===== config.mk =====
export PLATFORM = sky130hd
export DESIGN_NAME = cfgkey_detect
export DESIGN_NICKNAME = d
export VERILOG_FILES = /design/src/rtl/cfgkey_pkg.sv /design/src/rtl/cfgkey_base_sel.sv /design/src/rtl/cfgkey_key_gen.sv /design/src/rtl/cfgkey_exit_dec.sv /design/src/rtl/cfgkey_detect.sv
export SDC_FILE = /design/constraint.sdc
export NUM_CORES = 1
export LEC_CHECK = 0
export BUFFER_PORTS_ARGS = -buffer_cell sky130_fd_sc_hd__buf_2
export CORE_ASPECT_RATIO = 1.25
export CORE_MARGIN = 5
export CORE_UTILIZATION = 54
export DETAILED_ROUTE_END_ITERATION = 10
export PLACE_DENSITY = 0.8
export SLEW_MARGIN = 0
export SYNTH_ARGS = -nofsm -noshare
export SYNTH_HDL_FRONTEND = slang
export SYNTH_SLANG_ARGS = --single-unit
export TNS_END_PERCENT = 10

===== constraint.sdc =====
create_clock -name clk -period 3.3 [get_ports clk]
set_input_delay 0.99 -clock clk [delete_from_list [all_inputs] [get_ports clk]]
set_output_delay 0.99 -clock clk [all_outputs]
set_load 0.1 [all_outputs]

===== src/rtl/cfgkey_pkg.sv =====
package cfgkey_pkg;

   // Detector progress: pre-key positions, key stage, unlocked
   typedef enum logic [2:0] {
      ST_IDLE = 3'd0,
      ST_PK1  = 3'd1,
      ST_PK2  = 3'd2,
      ST_PK3  = 3'd3,
      ST_KEY  = 3'd4,
      ST_CFG  = 3'd5
   } ks_state_e;

endpackage


===== src/rtl/cfgkey_base_sel.sv =====
// Selector-pair decoder: matches {third, fourth} pre-key bytes against a table
module cfgkey_base_sel #(
   parameter int ADDR_W    = 16,
   parameter int DATA_W    = 8,
   parameter int NUM_BASES = 3,
   parameter logic [NUM_BASES*ADDR_W-1:0]   BASE_LIST = '0,
   parameter logic [NUM_BASES*2*DATA_W-1:0] CODE_LIST = '0
) (
   input  logic [DATA_W-1:0]   first_byte,
   input  logic [2*DATA_W-1:0] pair,
   output logic                first_ok,
   output logic                pair_ok,
   output logic [ADDR_W-1:0]   pair_base
);
   localparam int CODE_W = 2 * DATA_W;

   logic [NUM_BASES-1:0] first_hit;
   logic [NUM_BASES-1:0] pair_hit;

   for (genvar i = 0; i < NUM_BASES; i++) begin : g_entry
      localparam logic [CODE_W-1:0] CODE = CODE_LIST[i*CODE_W +: CODE_W];
      assign first_hit[i] = (first_byte == CODE[CODE_W-1:DATA_W]);
      assign pair_hit[i]  = (pair == CODE);
   end

   assign first_ok = |first_hit;
   assign pair_ok  = |pair_hit;

   always_comb begin
      pair_base = '0;
      for (int j = NUM_BASES - 1; j >= 0; j--) begin
         if (pair_hit[j]) pair_base = BASE_LIST[j*ADDR_W +: ADDR_W];
      end
   end
endmodule


===== src/rtl/cfgkey_key_gen.sv =====
// Expected key byte source: shift-right register with XOR feedback plus position counter
module cfgkey_key_gen #(
   parameter int DATA_W  = 8,
   parameter int KEY_LEN = 32,
   parameter logic [DATA_W-1:0] KEY_SEED = 8'h6A
) (
   input  logic              clk,
   input  logic              rst_n,
   input  logic              load,
   input  logic              step,
   output logic [DATA_W-1:0] exp_byte,
   output logic              last
);
   localparam int CNT_W = (KEY_LEN > 1) ? $clog2(KEY_LEN) : 1;
   localparam logic [CNT_W-1:0] LAST_POS = CNT_W'(KEY_LEN - 1);

   logic [DATA_W-1:0] shreg_q;
   logic [CNT_W-1:0]  pos_q;
   logic [DATA_W-1:0] shreg_nxt;

   assign shreg_nxt = {shreg_q[0] ^ shreg_q[1], shreg_q[DATA_W-1:1]};

   always_ff @(posedge clk) begin
      if (!rst_n || load) begin
         shreg_q <= KEY_SEED;
         pos_q   <= '0;
      end else if (step) begin
         shreg_q <= shreg_nxt;
         pos_q   <= pos_q + 1'b1;
      end
   end

   assign exp_byte = shreg_q;
   assign last     = (pos_q == LAST_POS);
endmodule


===== src/rtl/cfgkey_exit_dec.sv =====
// Index/data exit decoder active only while unlocked
module cfgkey_exit_dec #(
   parameter int ADDR_W = 16,
   parameter int DATA_W = 8,
   parameter logic [DATA_W-1:0] EXIT_INDEX = 8'h02,
   parameter int EXIT_BIT = 1
) (
   input  logic              clk,
   input  logic              rst_n,
   input  logic              active,
   input  logic              io_wr,
   input  logic [ADDR_W-1:0] addr,
   input  logic [DATA_W-1:0] data,
   input  logic [ADDR_W-1:0] base,
   output logic              exit_hit
);
   localparam logic [ADDR_W-1:0] ONE = ADDR_W'(1);

   logic [DATA_W-1:0] index_q;
   logic              at_index;
   logic              at_data;

   assign at_index = io_wr && (addr == base);
   assign at_data  = io_wr && (addr == base + ONE);

   always_ff @(posedge clk) begin
      if (!rst_n || !active) index_q <= '0;
      else if (at_index)     index_q <= data;
   end

   assign exit_hit = active && at_data && (index_q == EXIT_INDEX) && data[EXIT_BIT];
endmodule


===== src/rtl/cfgkey_detect.sv =====
module cfgkey_detect
   import cfgkey_pkg::*;
#(
   parameter int ADDR_W    = 16,
   parameter int DATA_W    = 8,
   parameter int KEY_LEN   = 32,
   parameter int NUM_BASES = 3,
   parameter logic [DATA_W-1:0] KEY_SEED   = 8'h6A,
   parameter logic [ADDR_W-1:0] PRE_PORT   = 16'h0279,
   parameter logic [DATA_W-1:0] PK_FIRST   = 8'h86,
   parameter logic [DATA_W-1:0] PK_SECOND  = 8'h80,
   parameter logic [ADDR_W-1:0] RESET_BASE = 16'h03F0,
   parameter logic [NUM_BASES*ADDR_W-1:0]   BASE_LIST = {16'h0370, 16'h03BD, 16'h03F0},
   parameter logic [NUM_BASES*2*DATA_W-1:0] CODE_LIST = {16'hAA55, 16'h55AA, 16'h5555},
   parameter logic [DATA_W-1:0] EXIT_INDEX = 8'h02,
   parameter int EXIT_BIT = 1
) (
   input  logic              clk,
   input  logic              rst_n,
   input  logic              io_wr,
   input  logic [ADDR_W-1:0] addr,
   input  logic [DATA_W-1:0] data,
   input  logic              exit_req,
   output logic              cfg_mode,
   output logic [ADDR_W-1:0] base_addr
);
   // Elaboration-time parameter checks
   if (DATA_W < 2) begin : g_chk_data
      $error("DATA_W must be at least 2 for the key feedback taps");
   end
   if (KEY_LEN < 2) begin : g_chk_len
      $error("KEY_LEN must be at least 2");
   end
   if (NUM_BASES < 1) begin : g_chk_bases
      $error("NUM_BASES must be at least 1");
   end
   if (EXIT_BIT < 0 || EXIT_BIT >= DATA_W) begin : g_chk_exit
      $error("EXIT_BIT must index a bit of the data bus");
   end

   ks_state_e         st_q, st_d;
   logic [DATA_W-1:0] sel_q, sel_d;
   logic [ADDR_W-1:0] base_q, base_d;

   logic              wr_pre, wr_base, is_start;
   logic              first_ok, pair_ok;
   logic [ADDR_W-1:0] pair_base;
   logic [DATA_W-1:0] exp_byte;
   logic              key_last, key_good, key_load;
   logic              exit_hit;

   assign wr_pre   = io_wr && (addr == PRE_PORT);
   assign wr_base  = io_wr && (addr == base_q);
   assign is_start = (data == PK_FIRST);
   assign key_good = (st_q == ST_KEY) && wr_base && (data == exp_byte);
   assign key_load = (st_q != ST_KEY);

   cfgkey_base_sel #(
      .ADDR_W(ADDR_W), .DATA_W(DATA_W), .NUM_BASES(NUM_BASES),
      .BASE_LIST(BASE_LIST), .CODE_LIST(CODE_LIST)
   ) u_sel (
      .first_byte (data),
      .pair       ({sel_q, data}),
      .first_ok   (first_ok),
      .pair_ok    (pair_ok),
      .pair_base  (pair_base)
   );

   cfgkey_key_gen #(
      .DATA_W(DATA_W), .KEY_LEN(KEY_LEN), .KEY_SEED(KEY_SEED)
   ) u_key (
      .clk      (clk),
      .rst_n    (rst_n),
      .load     (key_load),
      .step     (key_good),
      .exp_byte (exp_byte),
      .last     (key_last)
   );

   cfgkey_exit_dec #(
      .ADDR_W(ADDR_W), .DATA_W(DATA_W),
      .EXIT_INDEX(EXIT_INDEX), .EXIT_BIT(EXIT_BIT)
   ) u_exit (
      .clk      (clk),
      .rst_n    (rst_n),
      .active   (st_q == ST_CFG),
      .io_wr    (io_wr),
      .addr     (addr),
      .data     (data),
      .base     (base_q),
      .exit_hit (exit_hit)
   );

   // Next-state logic
   always_comb begin
      st_d   = st_q;
      sel_d  = sel_q;
      base_d = base_q;
      unique case (st_q)
         ST_IDLE: begin
            if (wr_pre && is_start) st_d = ST_PK1;
         end
         ST_PK1: begin
            if (wr_pre) begin
               if (data == PK_SECOND) st_d = ST_PK2;
               else if (is_start)     st_d = ST_PK1;
               else                   st_d = ST_IDLE;
            end
         end
         ST_PK2: begin
            if (wr_pre) begin
               if (first_ok) begin
                  st_d  = ST_PK3;
                  sel_d = data;
               end else if (is_start) st_d = ST_PK1;
               else                   st_d = ST_IDLE;
            end
         end
         ST_PK3: begin
            if (wr_pre) begin
               if (pair_ok) begin
                  st_d   = ST_KEY;
                  base_d = pair_base;
               end else if (is_start) st_d = ST_PK1;
               else                   st_d = ST_IDLE;
            end
         end
         ST_KEY: begin
            if (wr_base) begin
               if (data != exp_byte) st_d = ST_IDLE;
               else if (key_last)    st_d = ST_CFG;
            end else if (wr_pre && is_start) begin
               st_d = ST_PK1;
            end
         end
         ST_CFG: begin
            if (exit_req || exit_hit) st_d = ST_IDLE;
         end
         default: st_d = ST_IDLE;
      endcase
   end

   always_ff @(posedge clk) begin
      if (!rst_n) begin
         st_q   <= ST_IDLE;
         sel_q  <= '0;
         base_q <= RESET_BASE;
      end else begin
         st_q   <= st_d;
         sel_q  <= sel_d;
         base_q <= base_d;
      end
   end

   assign cfg_mode  = (st_q == ST_CFG);
   assign base_addr = base_q;
endmodule


Word-level counts from Yosys, hierarchy flattened. Cells that the tools add are included. W data, S select, Z words.

Add/sub/neg operators: 2. Eq/ne operators: 25. Multiplexer cells: 16. Bitwise operators: 1. Reductions and logical operators: 20.

Operators with widths (number): $eq A16 B15 Y1 const B (2); $eq A16 B16 Y1 (2); $mux W10 (3); $mux W3 (9); $eq A8 B8 Y1 const B (3); $pmux W3 S6 (1); $add A16 B1 Y16 const B (1); $eq A16 B10 Y1 const B (1); $eq A16 B16 Y1 const B (1); $logic_and A1 B1 Y1 (9); $eq A8 B2 Y1 const B (1); $eq A8 B7 Y1 const B (1); $eq A8 B8 Y1 (1); $ne A2 B2 Y1 const B (4); $ne A8 B8 Y1 (1); $eq A3 B2 Y1 const B (2); $eq A3 B3 Y1 const B (2); $reduce_and A3 Y1 (2); $add A5 B1 Y5 const B (1); $eq A5 B5 Y1 const B (1); $reduce_and A5 Y1 (1); $mux W2 (2); $ne A4 B3 Y1 const B (1); $eq A3 B1 Y1 const B (1); other kinds (8) (11).

Bits in registers: 48. Input bits: 28. Output and inout bits: 17. Word-level logic and storage cells: 70.

Depth between registers and ports, before layout. Gate-level depths: netlist of run 1.

Depth in word-level cells: 9. Gate-level depth with buffers: 7. Depth with buffers taken out: 6.

Cells and area by module. Synthesis of run 1 repeated with hierarchy kept, for this count alone.

Cells, all modules: 375. Area total of the unflattened synthesis: 3399.5 sq um.

By module, submodules not included: cfgkey_detect (instances 1, cells an instance 164, area each 1595.3 sq um, sequential area each 540.5 sq um); cfgkey_exit_dec (instances 1, cells an instance 114, area each 925.9 sq um, sequential area each 160.2 sq um); cfgkey_key_gen (instances 1, cells an instance 58, area each 591.8 sq um, sequential area each 260.2 sq um); cfgkey_base_sel (instances 1, cells an instance 39, area each 286.5 sq um, sequential area each 0.0 sq um).

Worst setup path before layout of run 1. OpenSTA, ideal clock, no wires.

Path type: in2reg. Start: input data[1]. End: register base_q[3], in the netlist base_addr[3]. Setup time: 115 ps. Arrival time: 2626 ps. Data required time: 3185 ps. Slack: 559 ps. Stages on the path: 6. Path buffers: 0. Cell sequence: or3_4 -> or4b_4 -> a21oi_2 -> o2111ai_2 -> and2_0 -> o21a_1.

Word-level cells in the longest chain between the ends: 3. Elaborated cells between the ends (all ways): 7. Those cells by class: eq/ne (3); mux (2); reduce/logical (2).

Ends and longest elaborated chain: start, declared (line cfgkey_detect.sv:22) `input logic [DATA_W-1:0] data,`; $eq A16 B15 Y1 or $eq A16 B16 Y1 (tied branches) (line cfgkey_base_sel.sv:23) `assign pair_hit[i] = (pair == CODE);`; $reduce_or A3 Y1 or $mux W10 (tied branches) (line cfgkey_base_sel.sv:27, cfgkey_base_sel.sv:32); $reduce_and A3 Y1 (no line) or $mux W10 (tied branches); end signal, assigned (line cfgkey_detect.sv:151) `base_q <= base_d;`; end, declared (line cfgkey_detect.sv:43) `logic [ADDR_W-1:0] base_q, base_d;`.

Several ways; a longest one is shown, not always the timed one. A chain may end at the register's enable or synchronous reset.

Worst setup path after layout of run 1. Same ends and word-level chain as after synthesis.

==> out/qor.txt, run 1 <==
status: finished clean
Multi-input gate area: 1190 um^2
I/O Pins: 45
die footprint: 5100 um^2
Final Slew Violations: 0
HP Class: reg2reg
FILL cells: 349
maximum VDD drop: 0.323 mV
Syn Inst Count: 235
crit path DAT: 2.83 ns
initial antenna violation count: 0
1st-iter DRT viols: 78
Final Hold Viols: 0
Total GRT Usage: 0.177
reg2reg start: base_addr[8]$_SDFFE_PN1P_
hpwl dp: 3360 um
Yosys cell types: 46
Critical Path Source Type: input port
most used routing layer in global routing: met2
worst hold start: sel_q[1]$_SDFFE_PN0P_
CP endpoint kind: flip-flop
Via density: 5.62
clk sinks: 36
WS Path Type: in2reg
GP Congestion: 0.886
Rows: 25
total vias in the final route: 1758
Max Cap Viol: 0
hold buffer count at cts: 0
routed wire length: 4220 um
starting density of the core: 0.546
R2R cell count: 7
largest net degree at the start of global routing: 22
drt pass-1 iters: 4
DRC viols: 0
RSZ-0062 raised after global routing: false
Die Ht: 78.6 um
Worst R2R End: u_key.exp_byte[1]$_SDFFE_PP1P_
Cell Area, Placed: 2190 um^2
Top FF cell, synth: dfxtp_1
clock-pin transition on the worst setup and hold timing paths: 0.07 ns
PortBufs: 37
Syn Area/Cell: 8.65 um^2
Die Wd: 64.9 um
FF-to-FF setup slack: 1.15 ns
Root Driver: clkbuf_8
number of synthesized flops with an enable pin: 0
register area share after synthesis: 0.354
Netlist Area Pre-Place: 2030 um^2
final worst path period need: 2.65 ns
H-Tree Depth: 2
remaining antenna violation count: 0
Antenna diodes: 0
routing usage on met3: 0.0386
highest clock rate: 378 MHz
Leak: 0.877 nW
gr ovfl total: 0
Yosys warning total: 0
final setup fails: 0
vias in the first global route: 1609
layout cells sized above 1: 0.216
CTS tree: yes
met2 Track Usage GR: 0.315
hold path endpoint: sel_q[1]$_SDFFE_PN0P_
core footprint: 3720 um^2
total power: 0.000817 W
Area growth, synth to finish: 11.8%
setup TNS: 0 ns
Setup Fix Bufs, Post-CTS: 0
cts repair resizes: 0
met1 Use GR: 0.206
final core occ: 0.611
crit path max fanout: 6
asr flop ratio synth: 0
wire per inst: 13.5 um
Power per Cell Area: 359 nW/um^2
fin nets: 302
clock buffer depth: 2
synthesized flop and latch total: 36
Final period util: 0.802
CP required: 3.48 ns
Hold Path Cell Cnt: 2
design area: 2270 um^2
worst-skew pair later-pin latency: 0.29 ns
TritonCTS Buffers: 5
Final Skew: 0.00829 ns
Seq. cell area: 721 um^2
first-pass GRT wire length: 7170 um
-- routing by layer --
metal | routed length (um) | up-vias
li1 | - | 891
met3 | 161 | 5
met4 | 61 | 0
met5 | 0 | -
met2 | 2270 | 31
met1 | 1720 | 831
-- cells in the mapped netlist, drive strengths merged (7+ instances only) --
cell type,number,area (um^2)
mux2i,20,200
dfxtp,36,721
nand3,7,35.0
buf,15,108
nor3,7,35.0
nand2,29,109
a21boi,8,60.1
xor2,8,70.1
nor2,28,108
-- critical path: stages --
cell and delay (ns):
buf_2 0.13, or3_4 0.40, or4b_4 0.54, a21oi_2 0.19, o2111ai_2 0.20, and2_0 0.20
o21a_1 0.17
-- registers in the layout (all words and copies together) (netlist names) --
| name | cells |
|---|---|
| sel_q | 8 |
| base_addr | 4 |
| u_exit.index_q | 8 |
| u_key.exp_byte | 8 |
| u_key.pos_q | 5 |
| st_q | 3 |
-- worst max-delay path by stage --
stage                           endpoint    start  cells after the start
6_report       base_addr[3]$_SDFFE_PN0P_  data[1]                      7
5_1_grt        base_addr[6]$_SDFFE_PN1P_  data[0]                      7
4_1_cts        base_addr[6]$_SDFFE_PN1P_  data[1]                      7
3_5_place_dp   base_addr[6]$_SDFFE_PN1P_  data[1]                      7
3_3_place_gp   base_addr[3]$_SDFFE_PN0P_  data[1]                      7
2_1_floorplan  base_addr[3]$_SDFFE_PN0P_  data[1]                      6
-- cells in the final DEF (no fill, tap or decap), types with 2 or more instances in the layout --
master / synthesis / routed
mux2i_1: 20 / 20
nor2b_1: 3 / 3
xnor2_1: 6 / 6
buf_4: 13 / 4
buf_2: 2 / 37
o21ai_0: 2 / 2
and3_1: 5 / 5
nor2_1: 27 / 27
or4_1: 3 / 3
nand2b_1: 4 / 4
nand2_1: 29 / 29
clkbuf_8: 2 / 5
clkinv_2: 0 / 2
nor4bb_1: 3 / 3
dfxtp_1: 36 / 36
nor4_1: 6 / 6
nand4_1: 6 / 6
nor3_1: 7 / 7
a21boi_0: 8 / 8
a21oi_1: 4 / 4
and4bb_2: 2 / 2
ha_1: 2 / 2
nand3_1: 7 / 7
inv_1: 3 / 3
nor4b_1: 2 / 2
a31oi_1: 3 / 3
o21a_1: 2 / 2
conb_1: 1 / 7
xor2_1: 8 / 8
a211oi_1: 2 / 2
-- final cells by class --
type,count,share of cell area
well taps,40,0.0220
clock buffers,5,0.0303
inverters,3,0.00495
multi-input cells,185,0.523
clock inverters,3,0.00826
repair buffers,41,0.0947
flip-flops and latches,36,0.317
-- through the flow --
step | hold slack (ns) | worst slack [ns] | std cells
floorplan | 0.445 | 0.559 | 241
global placement | 0.454 | 0.390 | 305
detailed placement | 0.464 | 0.345 | 305
CTS | 0.475 | 0.661 | 313
global route | 0.502 | 0.492 | 313
finish | 0.470 | 0.655 | 313
-- report_power, final --
group | switching, W | internal [W] | leakage, nW
combinational | 0.0000603 | 0.0000222 | 0.539
clock | 0.000153 | 0.000147 | 0.0479
sequential | 0.00000000000110 | 0.000434 | 0.290
-- kinds of logic (layout without fill, tap and decap cells) --
group | count (synthesis) | in the layout | share of synthesized area
flip-flops | 36 | 36 | 0.354
multiplexers | 20 | 20 | 0.0985
buffers and inverters | 20 | 52 | 0.0720
XOR/XNOR | 14 | 14 | 0.0603
other | 1 | 7 | 0.00184
AND/OR/NAND/NOR | 116 | 116 | 0.309
AO/OA/AOI/OAI | 26 | 26 | 0.0917
adder cells (fa/ha/maj) | 2 | 2 | 0.0123
Note: power is estimated with default switching activity, not from simulation.
==> run 2, diff against run 1 <==
clock period = 2.63 ns   (was 3.3 ns; I/O delays follow)
==> run 2 against run 1 <==
Worst hold slack is essentially flat; sequential share of layout area shrank 1.5 points; core utilization grew 3.0 points; wire length grew 5.4%.
==> out/qor.txt, run 2 (synthesis results as in run 1) <==
status: finished clean
remaining antenna violation count: 0 (unchanged)
wire per inst: 13.6 um (+1.2%)
layout cells sized above 1: 0.252 (+0.0356)
clock-pin transition on the worst setup and hold timing paths: 0.07 ns (about the same)
Critical Path Source Type: input port
Antenna diodes: 0 (unchanged)
Final period util: 0.917
core footprint: 3720 um^2 (unchanged)
gr ovfl total: 0 (unchanged)
Die Ht: 78.6 um (unchanged)
hold slack: 0.471 ns (+0.000430 ns)
most frequent cells in the layout: 37 x buf_2, 36 x dfxtp_1, 29 x nand2_1
hold buffer count at cts: 0 (unchanged)
maximum VDD drop: 0.438 mV (+36%)
GP Congestion: 0.937 (+5.7%)
drt pass-1 iters: 4 (unchanged)
crit path max fanout: 5 (-1)
commonest non-fill, non-tap cell in the layout: buf_2
WS Path Type: in2reg
die footprint: 5100 um^2 (unchanged)
Setup Fix Bufs, Post-CTS: 0 (unchanged)
final worst path period need: 2.41 ns
Total GRT Usage: 0.180 (+0.00329)
Final Hold Viols: 0 (unchanged)
CP endpoint kind: flip-flop
Final Skew: 0.00183 ns (-0.00646 ns)
total vias in the final route: 1811 (+3.0%)
Rows: 25 (unchanged)
cts repair resizes: 0 (unchanged)
Power per Cell Area: 440 nW/um^2 (+23%)
TritonCTS Buffers: 5 (unchanged)
DRC viols: 0 (unchanged)
clock buffer depth: 2 (unchanged)
Root Driver: clkbuf_8
Final Slew Violations: 0 (unchanged)
largest net degree at the start of global routing: 22 (unchanged)
HP Class: reg2reg
first-pass GRT wire length: 7220 um (+0.67%)
highest clock rate: 415 MHz
initial antenna violation count: 0 (unchanged)
total power: 0.00105 W (+29%)
starting density of the core: 0.546 (unchanged)
routed wire length: 4450 um (+5.4%)
vias in the first global route: 1623 (+0.87%)
final setup fails: 0 (unchanged)
clk sinks: 36 (unchanged)
hpwl dp: 3430 um (+2.0%)
Leak: 0.941 nW (+7.3%)
PortBufs: 37 (unchanged)
H-Tree Depth: 2 (unchanged)
setup TNS: 0 ns (unchanged)
crit path DAT: 2.60 ns (-0.23 ns)
RSZ-0062 raised after global routing: false
Placed Cells: 318 (+4.3%)
Die Wd: 64.9 um (unchanged)
CTS tree: yes
Area growth, synth to finish: 17.2%
Final Instance Count excl. Fillers: 326 (+4.2%)
1st-iter DRT viols: 87 (+12%)
I/O Pins: 45 (unchanged)
fin nets: 315 (+4.3%)
CP required: 2.82 ns (-0.66 ns)
Max Cap Viol: 0 (unchanged)
worst-skew pair later-pin latency: 0.29 ns (about the same)
Via density: 5.56 (-1.1%)
run 2: path summary, 6_finish.rpt:
path / to / startpoint / cells past startpoint / slack [ns]
max reg2reg: u_key.exp_byte[5]$_SDFFE_PP1P_ / base_addr[8]$_SDFFE_PN1P_ / 7 / 0.46
min reg2reg: sel_q[1]$_SDFFE_PN0P_ / sel_q[1]$_SDFFE_PN0P_ / 2 / 0.47
max: base_addr[3]$_SDFFE_PN0P_ / data[1] / 7 / 0.22
min: sel_q[1]$_SDFFE_PN0P_ / sel_q[1]$_SDFFE_PN0P_ / 2 / 0.47
run 2: cell type report:
cell class	count	area, um^2
Clock buffer	5	68.8
Clock inverter	3	18.8
Fill cell	311	1340
Inverter	3	11.3
Multi-Input combinational cell	185	1190
Sequential cell	36	721
Tap cell	40	50.0
Timing Repair Buffer	54	325
run 2: critical path, stage by stage:
cell	delay (ns)
buf_2	0.10
or3_4	0.38
or4b_4	0.55
a21oi_2	0.19
o2111ai_2	0.21
and2_0	0.21
o21a_1	0.17
run 2: power breakdown:
part,switching (W),internal [W]
sequential,0.00000000000149,0.000545
clock,0.000204,0.000184
combinational,0.0000788,0.0000376
total,0.000283,0.000767
run 2: metrics by stage:
step	util	area (um^2)	setup WS, ns
2_1_floorplan	-	2060	0.0900
3_3_place_gp	0.617	2300	-0.0471
3_5_place_dp	0.617	2300	-0.0766
4_1_cts	0.640	2380	0.229
5_1_grt	0.640	2380	0.136
6_report	0.640	2380	0.218
run 2: metal layers:
metal / GRT usage / vias up / routed length [um]
li1: - / 916 / -
met1: 0.204 / 829 / 1800
met2: 0.316 / 57 / 2300
met3: 0.0386 / 9 / 242
met4: 0.0825 / 0 / 106
met5: 0 / - / 0
==> run 3, diff against run 2 <==
CELL_PAD_IN_SITES_DETAIL_PLACEMENT = 0   (was default)
CELL_PAD_IN_SITES_GLOBAL_PLACEMENT = 1   (was default)
CORE_UTILIZATION = 40   (was 54)
PLACE_DENSITY = 0.79   (was 0.8)
==> run 3 against run 2 <==
Worst setup slack got worse by 0.0040 ns; non-clock buffer count is the same; core utilization down 16 points; sequential share of layout area decreased by 0.45 points; critical path type unchanged; clock skew is 0.0061 ns higher; largest cell class unchanged; highest routed layer unchanged; cell count rose by 6.7%; combinational power hardly changed; critical endpoint unchanged; sequential cell count unchanged; maximum frequency fell by 0.16%; worst hold slack is essentially flat.
==> out/qor.txt, run 3 (synthesis results as in run 1) <==
status: finished clean
wire per inst: 13.1 um (-3.8%)
Critical Path Source Type: input port
Root Driver: clkbuf_8
Final WS setup: 0.214 ns (-0.00398 ns)
clock-pin transition on the worst setup and hold timing paths: 0.07 ns (about the same)
Total GRT Usage: 0.141 (-0.0393)
first-pass GRT wire length: 7610 um (+5.4%)
Final Slew Violations: 0 (unchanged)
initial antenna violation count: 0 (unchanged)
Antenna diodes: 0 (unchanged)
total power: 0.00108 W (+2.6%)
starting density of the core: 0.406 (-0.140)
Worst R2R End: st_q[0]$_SDFFE_PN0P_
CTS tree: yes
Die Ht: 89.7 um (+14%)
commonest non-fill, non-tap cell in the layout: buf_2
maximum VDD drop: 0.452 mV (+3.2%)
core footprint: 5010 um^2 (+35%)
pre-CTS setup slack: -0.0884 ns (-0.0118 ns)
HP Class: reg2reg
layout cells sized above 1: 0.252 (unchanged)
highest clock rate: 414 MHz (-0.16%)
vias in the first global route: 1668 (+2.8%)
GP Congestion: 0.857 (-8.5%)
hpwl dp: 3600 um (+5.0%)
Via density: 5.08 (-8.5%)
Area growth, synth to finish: 19.0%
largest net degree at the start of global routing: 22 (unchanged)
reg2reg start: base_addr[8]$_SDFFE_PN1P_
crit path max fanout: 5 (unchanged)
cts repair resizes: 0 (unchanged)
1st-iter DRT viols: 82 (-5.7%)
remaining antenna violation count: 0 (unchanged)
drt pass-1 iters: 4 (unchanged)
final worst path period need: 2.42 ns (+0.00398 ns)
CP endpoint kind: flip-flop
Rows: 29 (+16%)
end point of the critical path: base_addr[3]$_SDFFE_PN0P_
clk sinks: 36 (unchanged)
PortBufs: 37 (unchanged)
DRC viols: 0 (unchanged)
hold buffer count at cts: 0 (unchanged)
fin nets: 315 (unchanged)
gr ovfl total: 0 (unchanged)
worst-skew pair later-pin latency: 0.29 ns (about the same)
die footprint: 6620 um^2 (+30%)
Final Skew: 0.00794 ns (+0.00611 ns)
total vias in the final route: 1769 (-2.3%)
R2R cell count: 7 (unchanged)
WS Path Type: in2reg
most frequent cells in the layout: 37 x buf_2, 36 x dfxtp_1, 29 x nand2_1
routed wire length: 4570 um (+2.7%)
FF-to-FF setup slack: 0.50 ns (+0.04 ns)
Setup Fix Bufs, Post-CTS: 0 (unchanged)
CP required: 2.81 ns (about the same)
RSZ-0062 raised after global routing: false
Max Cap Viol: 0 (unchanged)
Final period util: 0.919 (+0.00151)
final setup fails: 0 (unchanged)
crit path DAT: 2.60 ns (about the same)
Die Wd: 73.8 um (+14%)
I/O Pins: 45 (unchanged)
TritonCTS Buffers: 5 (unchanged)
Leak: 0.944 nW (+0.32%)
H-Tree Depth: 2 (unchanged)
crit path from: data[1]
Power per Cell Area: 445 nW/um^2 (+1.0%)
clock buffer depth: 2 (unchanged)
Final Hold Viols: 0 (unchanged)
==> run 3: changes by cell type in the layout (fill, tap and decap cells not counted) <==
| cell | change |
|---|---|
| clkbuf_8 | +1 |
| inv_6 | +1 |
| clkinv_2 | -1 |
| clkinv_4 | -1 |
==> run 3: how the worst min path moves through the flow <==
stage | startpoint | endpoint | slack (ns) | cells after the start
final | sel_q[5]$_SDFFE_PN0P_ | sel_q[5]$_SDFFE_PN0P_ | 0.47 | 2
after CTS | sel_q[5]$_SDFFE_PN0P_ | sel_q[5]$_SDFFE_PN0P_ | 0.48 | 2
after floorplan | sel_q[7]$_SDFFE_PN0P_ | sel_q[7]$_SDFFE_PN0P_ | 0.44 | 2
after global placement | sel_q[6]$_SDFFE_PN0P_ | sel_q[6]$_SDFFE_PN0P_ | 0.46 | 2
after global routing | sel_q[1]$_SDFFE_PN0P_ | sel_q[1]$_SDFFE_PN0P_ | 0.50 | 2
after detailed placement | sel_q[5]$_SDFFE_PN0P_ | sel_q[5]$_SDFFE_PN0P_ | 0.47 | 2
==> run 3: final cells by class <==
| cell class | instances | area [um^2] |
|---|---|---|
| clock inverters | 2 | 13.8 |
| inverters | 3 | 11.3 |
| repair buffers | 54 | 325 |
| well taps | 62 | 77.6 |
| clock buffers | 6 | 82.6 |
| fillers | 489 | 2590 |
| multi-input cells | 185 | 1190 |
| flip-flops and latches | 36 | 721 |
==> run 3: routing by layer <==
metal | global-route usage | share of wire
met2 | 0.243 | 0.51
met5 | 0 | 0
met1 | 0.171 | 0.44
met4 | 0.0408 | 0.012
met3 | 0.0290 | 0.033
==> run 3: stage by stage <==
step / instances / utilization / cell area [um^2] / setup TNS, ns / hold slack, ns
global placement: 340 / 0.464 / 2320 / -0.199 / 0.459
floorplan: 241 / - / 2060 / 0 / 0.445
CTS: 348 / 0.483 / 2420 / 0 / 0.477
detailed placement: 340 / 0.464 / 2320 / -0.508 / 0.466
finish: 348 / 0.483 / 2420 / 0 / 0.471
global route: 348 / 0.483 / 2420 / 0 / 0.501
==> run 3: report_power, final <==
| group | switching (W) | internal (W) | leakage, nW |
|---|---|---|---|
| logic | 0.0000784 | 0.0000366 | 0.602 |
| clock network | 0.000203 | 0.000214 | 0.0516 |
| registers | 0.00000000000142 | 0.000545 | 0.290 |
==> run 3: critical path: stages <==
cell	delay [ns]
buf_2	0.10
or3_4	0.38
or4b_4	0.54
a21oi_2	0.19
o2111ai_2	0.20
and2_0	0.21
o21a_1	0.18
